===== config.mk =====
export PLATFORM = sky130hd
export DESIGN_NAME = mcd_chan_ctl
export DESIGN_NICKNAME = d
export VERILOG_FILES = /design/src/rtl/mcd_pkg.sv /design/src/rtl/mcd_addr_dec.sv /design/src/rtl/mcd_chan_fsm.sv /design/src/rtl/mcd_chan_regs.sv /design/src/rtl/mcd_chan_ctl.sv
export SDC_FILE = /design/constraint.sdc
export NUM_CORES = 2
export LEC_CHECK = 0
export ABC_AREA = 1
export BUFFER_PORTS_ARGS = -buffer_cell sky130_fd_sc_hd__buf_2
export CAP_MARGIN = 5
export CORE_AREA = 2 2 269 404
export CTS_CLUSTER_DIAMETER = 50
export DETAILED_ROUTE_END_ITERATION = 8
export DIE_AREA = 0 0 271 406
export GPL_TIMING_DRIVEN = 1
export PLACE_DENSITY_LB_ADDON = 0.1
export SETUP_SLACK_MARGIN = 0.15
export SYNTH_ARGS = -nofsm -noshare
export SYNTH_HDL_FRONTEND = slang
export SYNTH_SLANG_ARGS = --single-unit

===== constraint.sdc =====
create_clock -name clk -period 4.29 [get_ports clk]
set_clock_uncertainty 0.1 [all_clocks]
set_input_delay 0.858 -clock clk [delete_from_list [all_inputs] [get_ports clk]]
set_output_delay 0.858 -clock clk [all_outputs]
set_load 0.01 [all_outputs]

===== src/rtl/mcd_pkg.sv =====
// Shared definitions for the multi-channel DMA queue control block.
// Assumes a 256-byte register window per channel and a 32-bit data bus.
package mcd_pkg;
    localparam int WIN_BITS = 8;
    localparam int IRQ_W    = 13;

    // Register offsets inside one channel window (software decodes these)
    localparam logic [WIN_BITS-1:0] OFS_SQB_LO = 8'h00;
    localparam logic [WIN_BITS-1:0] OFS_SQB_HI = 8'h04;
    localparam logic [WIN_BITS-1:0] OFS_SQ_DEP = 8'h08;
    localparam logic [WIN_BITS-1:0] OFS_SQ_TL  = 8'h0C;
    localparam logic [WIN_BITS-1:0] OFS_CQB_LO = 8'h10;
    localparam logic [WIN_BITS-1:0] OFS_CQB_HI = 8'h14;
    localparam logic [WIN_BITS-1:0] OFS_CQ_DEP = 8'h18;
    localparam logic [WIN_BITS-1:0] OFS_CQ_HD  = 8'h1C;
    localparam logic [WIN_BITS-1:0] OFS_CTL_A  = 8'h20;
    localparam logic [WIN_BITS-1:0] OFS_CTL_B  = 8'h24;
    localparam logic [WIN_BITS-1:0] OFS_STATE  = 8'h30;
    localparam logic [WIN_BITS-1:0] OFS_IST    = 8'h40;
    localparam logic [WIN_BITS-1:0] OFS_IMSK   = 8'h44;

    // Bit positions inside control and status registers
    localparam int BIT_EN      = 0;
    localparam int BIT_PAUSE   = 4;
    localparam int BIT_SRST    = 0;
    localparam int BIT_IST_OK  = 0;
    localparam int BIT_IST_ERR = 1;

    typedef enum logic [3:0] {
        CS_IDLE   = 4'd0,
        CS_RUN    = 4'd1,
        CS_CPL    = 4'd2,
        CS_PAUSE  = 4'd3,
        CS_HALT   = 4'd4,
        CS_ABORT  = 4'd5,
        CS_WAIT   = 4'd6,
        CS_BUFCLR = 4'd7
    } chan_state_e;
endpackage


===== src/rtl/mcd_addr_dec.sv =====
// Shared address decoder: splits the bus address into a channel number
// (upper bits) and a register offset (low WIN_BITS bits), and produces one
// write strobe per channel. Assumes NUM_CH >= 1; out-of-range channel
// numbers produce no strobe and no read hit.
module mcd_addr_dec
    import mcd_pkg::*;
#(
    parameter  int NUM_CH  = 4,
    parameter  int CH_BITS = 2,
    localparam int ADDR_W  = WIN_BITS + CH_BITS
) (
    input  logic [ADDR_W-1:0]   addr,
    input  logic                we,
    output logic [NUM_CH-1:0]   ch_we,
    output logic [WIN_BITS-1:0] offs,
    output logic [CH_BITS-1:0]  ch_num,
    output logic                hit
);
    assign offs   = addr[WIN_BITS-1:0];
    assign ch_num = addr[ADDR_W-1:WIN_BITS];
    assign hit    = (32'(ch_num) < NUM_CH);

    for (genvar g = 0; g < NUM_CH; g++) begin : g_sel
        // One write strobe per channel window
        assign ch_we[g] = we && (ch_num == CH_BITS'(g));
    end
endmodule


===== src/rtl/mcd_chan_fsm.sv =====
// Channel controller: eight coded states driven by enable, pause and a
// one-cycle soft reset request. Assumes the engine raises done only while
// the channel is in run or wait; a done strobe in any other state is ignored.
module mcd_chan_fsm
    import mcd_pkg::*;
(
    input  logic       clk,
    input  logic       rst_n,
    input  logic       en,
    input  logic       pause,
    input  logic       soft_rst,
    input  logic       pending,
    input  logic       eng_done,
    input  logic       eng_err,
    output logic [3:0] state_o,
    output logic       start_o,
    output logic       hold_o,
    output logic       cmpl_ok,
    output logic       cmpl_err
);
    chan_state_e state_q, state_d;
    logic        go, accept, start_q;

    assign go       = en && !pause && pending;
    assign accept   = eng_done && !soft_rst && (state_q == CS_RUN || state_q == CS_WAIT);
    assign cmpl_ok  = accept && !eng_err;
    assign cmpl_err = accept && eng_err;

    // Next-state selection
    always_comb begin
        state_d = state_q;
        if (soft_rst) begin
            state_d = CS_BUFCLR;
        end else begin
            unique case (state_q)
                CS_IDLE:   if (go) state_d = CS_RUN;
                CS_RUN: begin
                    if (eng_done)
                        state_d = eng_err ? CS_ABORT : (en ? CS_CPL : CS_HALT);
                    else if (!en)
                        state_d = CS_WAIT;
                    else if (pause)
                        state_d = CS_PAUSE;
                end
                CS_PAUSE: begin
                    if (!en)        state_d = CS_WAIT;
                    else if (!pause) state_d = CS_RUN;
                end
                CS_WAIT:   if (eng_done) state_d = CS_HALT;
                CS_CPL:    state_d = CS_IDLE;
                CS_HALT:   state_d = CS_IDLE;
                CS_ABORT:  state_d = CS_ABORT;
                CS_BUFCLR: state_d = CS_IDLE;
                default:   state_d = CS_IDLE;
            endcase
        end
    end

    // State and start-pulse registers
    always_ff @(posedge clk) begin
        if (!rst_n) begin
            state_q <= CS_IDLE;
            start_q <= 1'b0;
        end else begin
            state_q <= state_d;
            start_q <= !soft_rst && (state_q == CS_IDLE) && go;
        end
    end

    assign state_o = state_q;
    assign start_o = start_q;
    assign hold_o  = (state_q == CS_PAUSE);

    // run is only entered from idle when the start condition held
    p_run_entry_r4: assert property (@(posedge clk) disable iff (!rst_n)
        (state_q == CS_RUN && $past(state_q) == CS_IDLE) |-> $past(en && !pause && pending));
    // start is a single-cycle pulse
    p_start_pulse_r4: assert property (@(posedge clk) disable iff (!rst_n)
        start_q |=> !start_q);
    // abort is left only through a soft reset
    p_abort_sticky_r6: assert property (@(posedge clk) disable iff (!rst_n)
        (state_q == CS_ABORT && !soft_rst) |=> state_q == CS_ABORT);
    // pause stalls a running, enabled channel
    p_pause_stall_r7: assert property (@(posedge clk) disable iff (!rst_n)
        (state_q == CS_RUN && en && pause && !eng_done && !soft_rst) |=> state_q == CS_PAUSE);
    // halt lasts one cycle before idle
    p_halt_idle_r8: assert property (@(posedge clk) disable iff (!rst_n)
        (state_q == CS_HALT && !soft_rst) |=> state_q == CS_IDLE);
endmodule


===== src/rtl/mcd_chan_regs.sv =====
// One channel window: queue registers, control bits, soft reset,
// interrupt status and mask, and the channel controller. Assumes
// PTR_W <= 32. Read data is combinational from the offset; the top
// registers it.
module mcd_chan_regs
    import mcd_pkg::*;
#(
    parameter int PTR_W = 10
) (
    input  logic                clk,
    input  logic                rst_n,
    input  logic                wr_en,
    input  logic [WIN_BITS-1:0] offs,
    input  logic [31:0]         wr_data,
    output logic [31:0]         rd_val,
    input  logic                eng_done,
    input  logic                eng_err,
    input  logic                eng_lirq,
    output logic                eng_start,
    output logic                eng_hold,
    output logic [PTR_W-1:0]    sq_idx,
    output logic [63:0]         sq_base,
    output logic                irq
);
    localparam int PAD_P = 32 - PTR_W;
    localparam int PAD_I = 32 - IRQ_W;

    logic [63:0]      sqb_q, cqb_q;
    logic [PTR_W-1:0] sq_dep_q, cq_dep_q, sq_tl_q, cq_hd_q, sq_hd_q;
    logic             en_q, pause_q, srst_q;
    logic [IRQ_W-1:0] ist_q, imsk_q, ist_set, ist_clr;
    logic [3:0]       state;
    logic             cmpl_ok, cmpl_err;

    function automatic logic wr_at(input logic [WIN_BITS-1:0] o);
        return wr_en && (offs == o);
    endfunction

    // Queue base and depth registers
    always_ff @(posedge clk) begin
        if (!rst_n) begin
            sqb_q    <= '0;
            cqb_q    <= '0;
            sq_dep_q <= '0;
            cq_dep_q <= '0;
        end else begin
            if (wr_at(OFS_SQB_LO)) sqb_q[31:0]  <= wr_data;
            if (wr_at(OFS_SQB_HI)) sqb_q[63:32] <= wr_data;
            if (wr_at(OFS_CQB_LO)) cqb_q[31:0]  <= wr_data;
            if (wr_at(OFS_CQB_HI)) cqb_q[63:32] <= wr_data;
            if (wr_at(OFS_SQ_DEP)) sq_dep_q     <= wr_data[PTR_W-1:0];
            if (wr_at(OFS_CQ_DEP)) cq_dep_q     <= wr_data[PTR_W-1:0];
        end
    end

    // Queue pointers; soft reset wins over a software write
    always_ff @(posedge clk) begin
        if (!rst_n) begin
            sq_tl_q <= '0;
            cq_hd_q <= '0;
            sq_hd_q <= '0;
        end else if (srst_q) begin
            sq_tl_q <= '0;
            cq_hd_q <= '0;
            sq_hd_q <= '0;
        end else begin
            if (wr_at(OFS_SQ_TL)) sq_tl_q <= wr_data[PTR_W-1:0];
            if (wr_at(OFS_CQ_HD)) cq_hd_q <= wr_data[PTR_W-1:0];
            if (cmpl_ok) sq_hd_q <= (sq_hd_q == sq_dep_q) ? '0 : sq_hd_q + 1'b1;
        end
    end

    // Control bits; the reset request lives for one cycle
    always_ff @(posedge clk) begin
        if (!rst_n) begin
            en_q    <= 1'b0;
            pause_q <= 1'b0;
            srst_q  <= 1'b0;
        end else begin
            if (wr_at(OFS_CTL_A)) begin
                en_q    <= wr_data[BIT_EN];
                pause_q <= wr_data[BIT_PAUSE];
            end
            srst_q <= wr_at(OFS_CTL_B) && wr_data[BIT_SRST];
        end
    end

    always_comb begin
        ist_set = '0;
        ist_set[BIT_IST_OK]  = cmpl_ok && eng_lirq;
        ist_set[BIT_IST_ERR] = cmpl_err;
        ist_clr = wr_at(OFS_IST) ? wr_data[IRQ_W-1:0] : '0;
    end

    // Interrupt status (write one to clear, set wins) and mask
    always_ff @(posedge clk) begin
        if (!rst_n) begin
            ist_q  <= '0;
            imsk_q <= '1;
        end else begin
            ist_q <= (ist_q & ~ist_clr) | ist_set;
            if (wr_at(OFS_IMSK)) imsk_q <= wr_data[IRQ_W-1:0];
        end
    end

    mcd_chan_fsm u_fsm (
        .clk      (clk),
        .rst_n    (rst_n),
        .en       (en_q),
        .pause    (pause_q),
        .soft_rst (srst_q),
        .pending  (sq_tl_q != sq_hd_q),
        .eng_done (eng_done),
        .eng_err  (eng_err),
        .state_o  (state),
        .start_o  (eng_start),
        .hold_o   (eng_hold),
        .cmpl_ok  (cmpl_ok),
        .cmpl_err (cmpl_err)
    );

    // Read-back multiplexer
    always_comb begin
        unique case (offs)
            OFS_SQB_LO: rd_val = sqb_q[31:0];
            OFS_SQB_HI: rd_val = sqb_q[63:32];
            OFS_SQ_DEP: rd_val = {{PAD_P{1'b0}}, sq_dep_q};
            OFS_SQ_TL:  rd_val = {{PAD_P{1'b0}}, sq_tl_q};
            OFS_CQB_LO: rd_val = cqb_q[31:0];
            OFS_CQB_HI: rd_val = cqb_q[63:32];
            OFS_CQ_DEP: rd_val = {{PAD_P{1'b0}}, cq_dep_q};
            OFS_CQ_HD:  rd_val = {{PAD_P{1'b0}}, cq_hd_q};
            OFS_CTL_A:  rd_val = 32'((pause_q << BIT_PAUSE) | (en_q << BIT_EN));
            OFS_CTL_B:  rd_val = 32'(srst_q << BIT_SRST);
            OFS_STATE:  rd_val = {28'd0, state};
            OFS_IST:    rd_val = {{PAD_I{1'b0}}, ist_q};
            OFS_IMSK:   rd_val = {{PAD_I{1'b0}}, imsk_q};
            default:    rd_val = '0;
        endcase
    end

    assign sq_idx  = sq_hd_q;
    assign sq_base = sqb_q;
    assign irq     = |(ist_q & ~imsk_q);

    // an applied reset leaves buffer-clear with zero pointers
    p_reset_clears_r9: assert property (@(posedge clk) disable iff (!rst_n)
        srst_q |=> (state == 4'd7 && sq_tl_q == '0 && cq_hd_q == '0 && sq_hd_q == '0));
    // the reset request clears itself unless written again
    p_srst_selfclr_r9: assert property (@(posedge clk) disable iff (!rst_n)
        (srst_q && !wr_at(OFS_CTL_B)) |=> !srst_q);
    // an error completion always leaves status bit 1 set
    p_err_flag_r11: assert property (@(posedge clk) disable iff (!rst_n)
        cmpl_err |=> ist_q[BIT_IST_ERR]);
    // a fully masked channel never interrupts
    p_masked_quiet_r12: assert property (@(posedge clk) disable iff (!rst_n)
        (imsk_q == '1) |-> !irq);
endmodule


===== src/rtl/mcd_chan_ctl.sv =====
// Top of the multi-channel DMA queue control block. Decodes the register
// bus into per-channel windows, replicates the channel logic NUM_CH times
// and registers the read data. Assumes one bus access per cycle at most
// per direction; read data appears after the edge that samples bus_re.
module mcd_chan_ctl
    import mcd_pkg::*;
#(
    parameter  int NUM_CH  = 4,
    parameter  int PTR_W   = 10,
    localparam int CH_BITS = (NUM_CH > 1) ? $clog2(NUM_CH) : 1,
    localparam int ADDR_W  = WIN_BITS + CH_BITS
) (
    input  logic                    clk,
    input  logic                    rst_n,
    input  logic                    bus_we,
    input  logic                    bus_re,
    input  logic [ADDR_W-1:0]       bus_addr,
    input  logic [31:0]             bus_wdata,
    output logic [31:0]             bus_rdata,
    output logic [NUM_CH-1:0]       eng_start,
    output logic [NUM_CH-1:0]       eng_hold,
    output logic [NUM_CH*PTR_W-1:0] eng_sq_idx,
    output logic [NUM_CH*64-1:0]    eng_sq_base,
    input  logic [NUM_CH-1:0]       eng_done,
    input  logic [NUM_CH-1:0]       eng_err,
    input  logic [NUM_CH-1:0]       eng_lirq,
    output logic [NUM_CH-1:0]       irq
);
    logic [NUM_CH-1:0]   ch_we;
    logic [WIN_BITS-1:0] offs;
    logic [CH_BITS-1:0]  ch_num;
    logic                hit;
    logic [31:0]         ch_rd [NUM_CH];

    mcd_addr_dec #(.NUM_CH(NUM_CH), .CH_BITS(CH_BITS)) u_dec (
        .addr   (bus_addr),
        .we     (bus_we),
        .ch_we  (ch_we),
        .offs   (offs),
        .ch_num (ch_num),
        .hit    (hit)
    );

    for (genvar g = 0; g < NUM_CH; g++) begin : g_ch
        mcd_chan_regs #(.PTR_W(PTR_W)) u_chan (
            .clk       (clk),
            .rst_n     (rst_n),
            .wr_en     (ch_we[g]),
            .offs      (offs),
            .wr_data   (bus_wdata),
            .rd_val    (ch_rd[g]),
            .eng_done  (eng_done[g]),
            .eng_err   (eng_err[g]),
            .eng_lirq  (eng_lirq[g]),
            .eng_start (eng_start[g]),
            .eng_hold  (eng_hold[g]),
            .sq_idx    (eng_sq_idx[g*PTR_W +: PTR_W]),
            .sq_base   (eng_sq_base[g*64 +: 64]),
            .irq       (irq[g])
        );
    end

    // Registered read data from the addressed window
    always_ff @(posedge clk) begin
        if (!rst_n)
            bus_rdata <= '0;
        else if (bus_re)
            bus_rdata <= hit ? ch_rd[ch_num] : '0;
    end

    // read data only changes at an edge that sampled a read strobe
    p_rdata_hold_r1: assert property (@(posedge clk) disable iff (!rst_n)
        !bus_re |=> $stable(bus_rdata));
endmodule


# After elaboration in Yosys (flattened, before gate mapping)
# Index checks and enable logic that the tools add are counted.
[word_totals]
regBits = 880
latchBits = 0
ramBits = 0
mem_bits_ro = 0
input_bits = 58
output_inout_bits = 340
wordCells = 360
mem_count = 0
[classes]
n_addsub = 4
mul = 0
div_mod_pow = 0
magnitude_cmp = 1
eq_ne = 71
shifts = 0
n_mux = 59
bitwise_logic = 26
n_reduce_logical = 130
[ops]
columns = ["op", "count"]
rows = [
  ["one-hot mux 32 bit (13 select lines)", 4],
  ["two-way mux 4 bit", 28],
  ["AND 13 bit", 8],
  ["inverter 13 bit", 8],
  ["logical AND 1 bit", 92],
  ["one-hot mux 4 bit (5 select lines)", 4],
  ["binary-select mux 32 bit (select 2 bit)", 1],
  ["two-way mux 32 bit", 2],
  ["two-way mux 13 bit", 4],
  ["bitwise OR 13 x 2 -> 13 bit", 4],
  ["OR reduction 13 bit", 4],
  ["adder 10 x 1 -> 10 bit, second input constant", 4],
  ["equality test 10 bit", 4],
  ["two-way mux 10 bit", 4],
  ["!= test 10 bit", 4],
  ["two-way mux 3 bit", 12],
  ["equality test 4 x 3 -> 1 bit, second input constant", 8],
  ["equality test 8 x 5 -> 1 bit, second input constant", 4],
  ["!= test 4 bit, second input constant", 8],
  ["AND reduction 4 bit", 8],
  ["equality test 8 x 6 -> 1 bit, second input constant", 3],
  ["!= test 3 x 2 -> 1 bit, second input constant", 8],
  ["!= test 5 bit, second input constant", 4],
  ["bitwise OR 5 x 1 -> 5 bit", 4],
  ["18 further kinds", 57],
]

# Depth between registers and ports, before layout
[depth]
word_depth = 7
mapped_depth = 14
ltp_nobuf = 13

# Modules after synthesis
# From an unflattened synthesis, not the netlist that was laid out.
[unflattened]
cells_unflattened = 6193
area_unflattened_um2 = 41886.4
[modules_own_cells]
columns = ["module", "instances", "cells_per_inst", "area_each_um2", "seq_area_each_um2"]
rows = [
  ["mcd_chan_regs (g_ch[0].u_chan ...)", 3, 1356, 9409.0, 4144.0],
  ["mcd_chan_regs (g_ch[3].u_chan)", 1, 1342, 9364.0, 4144.0],
  ["mcd_chan_ctl", 1, 515, 2772.7, 640.6],
  ["mcd_chan_fsm", 4, 62, 351.6, 80.1],
  ["mcd_addr_dec", 1, 20, 116.4, 0.0],
]

# Least setup slack after synthesis
# No wires, ideal clock.
[synth_path]
path_type = "input-to-reg"
startpoint = "input port bus_addr[7]"
endpoint = "register g_ch[2].u_chan.cqb_q[25]"
setup_ns = 0.129
arrival_ns = 2.073
t_required_ns = 4.061
setup_slack_ns = 1.988
path_stages = 10
path_buffers = 2
path_cell_list = "inv_1 > nand2_1 > nor2_4 > nand2_1 > buf_4 > nor2_2 > inv_1 > clkbuf_1 > o21ai_0 > a21oi_1"
[synth_between]
elab_chain_cells = 2
[synth_rtl]
columns = ["item", "line", "rtl"]
rows = [
  ["start, declared", "mcd_chan_ctl.sv:17", "input logic [ADDR_W-1:0] bus_addr,"],
  ["equality test 8 x 5 -> 1 bit", "mcd_chan_regs.sv:36", "return wr_en && (offs == o);"],
  ["logical AND 1 bit", "mcd_chan_regs.sv:36", ""],
  ["end signal, assigned", "mcd_chan_regs.sv:49", "if (wr_at(OFS_CQB_LO)) cqb_q[31:0] <= wr_data;"],
  ["end, declared", "mcd_chan_regs.sv:28", "logic [63:0] sqb_q, cqb_q;"],
]
# No other way between the ends.
# A chain may end at the register's enable or synchronous reset.

# Worst setup path in the final report
[layout_path]
startpoint = "register g_ch[2].u_chan.imsk_q[6]"
endpoint = "output port irq[2]"
[layout_between]
elab_chain_cells = 3
[layout_rtl]
columns = ["item", "line", "rtl"]
rows = [
  ["start, declared", "mcd_chan_regs.sv:31", "logic [IRQ_W-1:0] ist_q, imsk_q, ist_set, ist_clr;"],
  ["start signal, assigned", "mcd_chan_regs.sv:102", "if (wr_at(OFS_IMSK)) imsk_q <= wr_data[IRQ_W-1:0];"],
  ["inverter 13 bit", "mcd_chan_regs.sv:144", "assign irq = |(ist_q & ~imsk_q);"],
  ["AND 13 bit", "mcd_chan_regs.sv:144", ""],
  ["OR reduction 13 bit", "mcd_chan_regs.sv:144", ""],
  ["end, declared", "mcd_chan_ctl.sv:27", "output logic [NUM_CH-1:0] irq"],
]
# No other way between the ends.

==> metrics.yaml <==
synth:
  synth_top_area_share: 0.4486
  synth_area_leader_cell: "dfxtp_1"
  ys_warn_count: 0
  synthesis.nets: 5675
  netlist_area_um2: 39090
  synthCells: 5613
  synth_seq_cells: 876
  ys_seq_area_frac: 0.4486
  syn_area_per_cell_um2: 6.964
  synthTopCellsByArea: "dfxtp_1, nand2_1, o21ai_0, a21oi_1, nor2_1"
  ys_types: 43
drt:
  vias_per_cell: 5.383
  dr_total_vias: 39250
  drc: 0
  first_pass_iters: 6
  dr.first_iter.drc_count: 3446
  ant_nets: 0
  routedWlPerCell_um: 24.00
  routed_wl_um: 175000
floorplan:
  die_area_um2: 110000
  io_pins: 398
  coreArea_um2: 106500
  die_width_um: 271
  initial_core_util: 0.3671
  fp-row-count: 147
  die_h_um: 406
worst_setup_path:
  crit_arrival_ps: 2920
  cpPeakStageDelay_ps: 880
  critPathBufInv: 1
  worstSetupStartpointType: "flip-flop"
  crit_fanout: 3
  required_ps: 3330
  path_cells: "o22ai_1, nor4_1, o211ai_1, buf_2"
  worstSetupEndpointType: "output port"
  slowest_stage: "nor4_1"
  path_class: "reg2out"
  critical_path.top_delay_family: "simple AND/OR/NAND/NOR gates"
global_route:
  grt_max_degree: 183
  grt_pass1_wl_um: 253400
  overflow: 0
  antenna_found_initial: 6
  track_usage: 0.3082
  grt_pass1_vias: 36960
status:
  status: "complete, no violations"
timing:
  fin_hold_ws_ps: 346.2
  rsz0062_at_grt: "false"
  slew_viol_final: 0
  slew_headroom: 0.2310
  fmax_ghz: 0.2580
  min_period_over_period: 0.9036
  setup_viol: 0
  tns_ps: 0
  worst_pin_slew_ps: 1153
  finalHoldViolations: 0
  min_period_ps: 3877
cts:
  cts_made_buffers: 98
  path_clk_slew_ps: 60
  post_cts_resized: 0
  cts_tree: "done"
  cts-root-buf: "clkbuf_16"
  clock_sinks: 876
  cts_setup_buffers: 0
  clockBufferDepth: 3
  cts_hold_buf: 0
  htree_levels: 3
  insertion_delay_ps: 720
run:
  max-cap-violations: 0
worst_hold_path:
  hold_class: "reg2reg"
final_layout:
  fill_cells: 11250
  area_delta_synth_final_pct: 15.99
  final_util: 0.4257
  drive_above_1_share: 0.1304
  nets: 5856
power:
  vdd_drop_max_mv: 0.3189
  power.density_nw_per_um2: 393.3
  p_leak_nw: 18.95
placement:
  dp_hpwl_um: 120600
  port_buffers: 397
  place_congestion: 0.9214
## cells in the final DEF (no fill, tap or decap), types with 74 or more instances in the layout
cell / instances
clkbuf_16: 98
nand3_1: 358
dfxtp_1: 876
buf_4: 83
buf_2: 396
a21oi_1: 595
nor2_1: 677
nand2_1: 1007
o22ai_1: 74
inv_1: 457
o21ai_0: 755
## area by class of cell
cell class                      instances  area (µm²)  area share
Multi-Input combinational cell       3837       17970      0.3964
Sequential cell                       876       17540      0.3868
Timing Repair Buffer                  491        2840     0.06265
Clock buffer                          137        2799     0.06174
Inverter                              490        1844     0.04068
Tap cell                             1415        1770     0.03905
Clock inverter                         43       571.8     0.01261
Antenna cell                            2       5.005   0.0001104
## stage by stage
stage | cells | total power [mW] | area, µm² | worst slack (ps)
floorplan | 5613 | 8.722 | 39090 | 1988
CTS | 7289 | 17.92 | 45330 | 393.4
global placement | 7109 | 9.062 | 41960 | 677.4
finish | 7291 | 17.83 | 45340 | 413.4
detailed placement | 7109 | 9.063 | 41960 | 668.3
global route | 7290 | 18.30 | 45330 | 487.6
## layer usage
| metal | vias to the layer above | wire length (µm) | global-route usage | part of all wire |
|---|---|---|---|---|
| met5 | - | 43 | 0 | 0.00025 |
| met3 | 369 | 12000 | 0.05116 | 0.069 |
| met1 | 18530 | 70360 | 0.3744 | 0.40 |
| met4 | 6 | 9507 | 0.1625 | 0.054 |
| met2 | 1558 | 83050 | 0.5216 | 0.47 |
| li1 | 18780 | - | - | - |
## tightest hold or removal path, stage by stage, from the launching register on
cell and delay [ps]:
dfxtp_1 300, inv_1 50, a21oi_1 50
## final timing paths
kind              depth (start not counted)  slack (ps)                               endpoint                                         start
hold / removal                            2         350  g_ch[2].u_chan.cqb_q[36]$_SDFFE_PN0P_         g_ch[2].u_chan.cqb_q[36]$_SDFFE_PN0P_
hold reg to reg                           2         350  g_ch[2].u_chan.cqb_q[36]$_SDFFE_PN0P_         g_ch[2].u_chan.cqb_q[36]$_SDFFE_PN0P_
setup reg to reg                         11        2140  g_ch[0].u_chan.sq_idx[7]$_SDFFE_PP0P_  g_ch[0].u_chan.u_fsm.state_o[1]$_SDFFE_PN0P_
setup / recovery                          4         410                                 irq[2]         g_ch[2].u_chan.imsk_q[6]$_SDFFE_PN1P_
## Yosys cell counts, drive strengths merged
cell type,number
nand2,1021
dfxtp,876
o21ai,809
nor2,727
a21oi,595
inv,489
nand3,358
clkbuf,260
buf,150
o22ai,74
o211ai,51
nor3,49
nand4,39
xor2,22
or2,15
xnor2,15
nand3b,13
a211oi,9
nor3b,8
nor4,8
o21a,7
ha,4
a31oi,3
a2111oi,2
a221oi,2
o2111ai,2
o31ai,2
clkinv,1
nor4b,1
o211a,1
## power by group
| part | leakage, nW | internal [mW] | total [mW] | switching, mW |
|---|---|---|---|---|
| clock | 1.63 | 5.14 | 8.93 | 3.80 |
| sequential | 7.05 | 8.15 | 8.17 | 0.0211 |
| combinational | 10.3 | 0.131 | 0.730 | 0.599 |
| total | 18.9 | 13.4 | 17.8 | 4.42 |
## kinds of logic after synthesis
group / count (synthesis) / synth area share
AOI/OAI and AO/OA: 1557 / 0.2070
adders and majority gates: 4 / 0.001280
buffers and inverters: 900 / 0.09318
DFF: 876 / 0.4486
and+or+nand+nor: 2239 / 0.2416
xor gates and xnor gates: 37 / 0.008290
## state kept, by name, indices dropped and copies added (netlist names), 52 cells and up
name,count
g_ch.u_chan.sq_base,256
g_ch.u_chan.cqb_q,256
g_ch.u_chan.imsk_q,52
g_ch.u_chan.ist_q,52
Power figures use the tool's default switching activity.
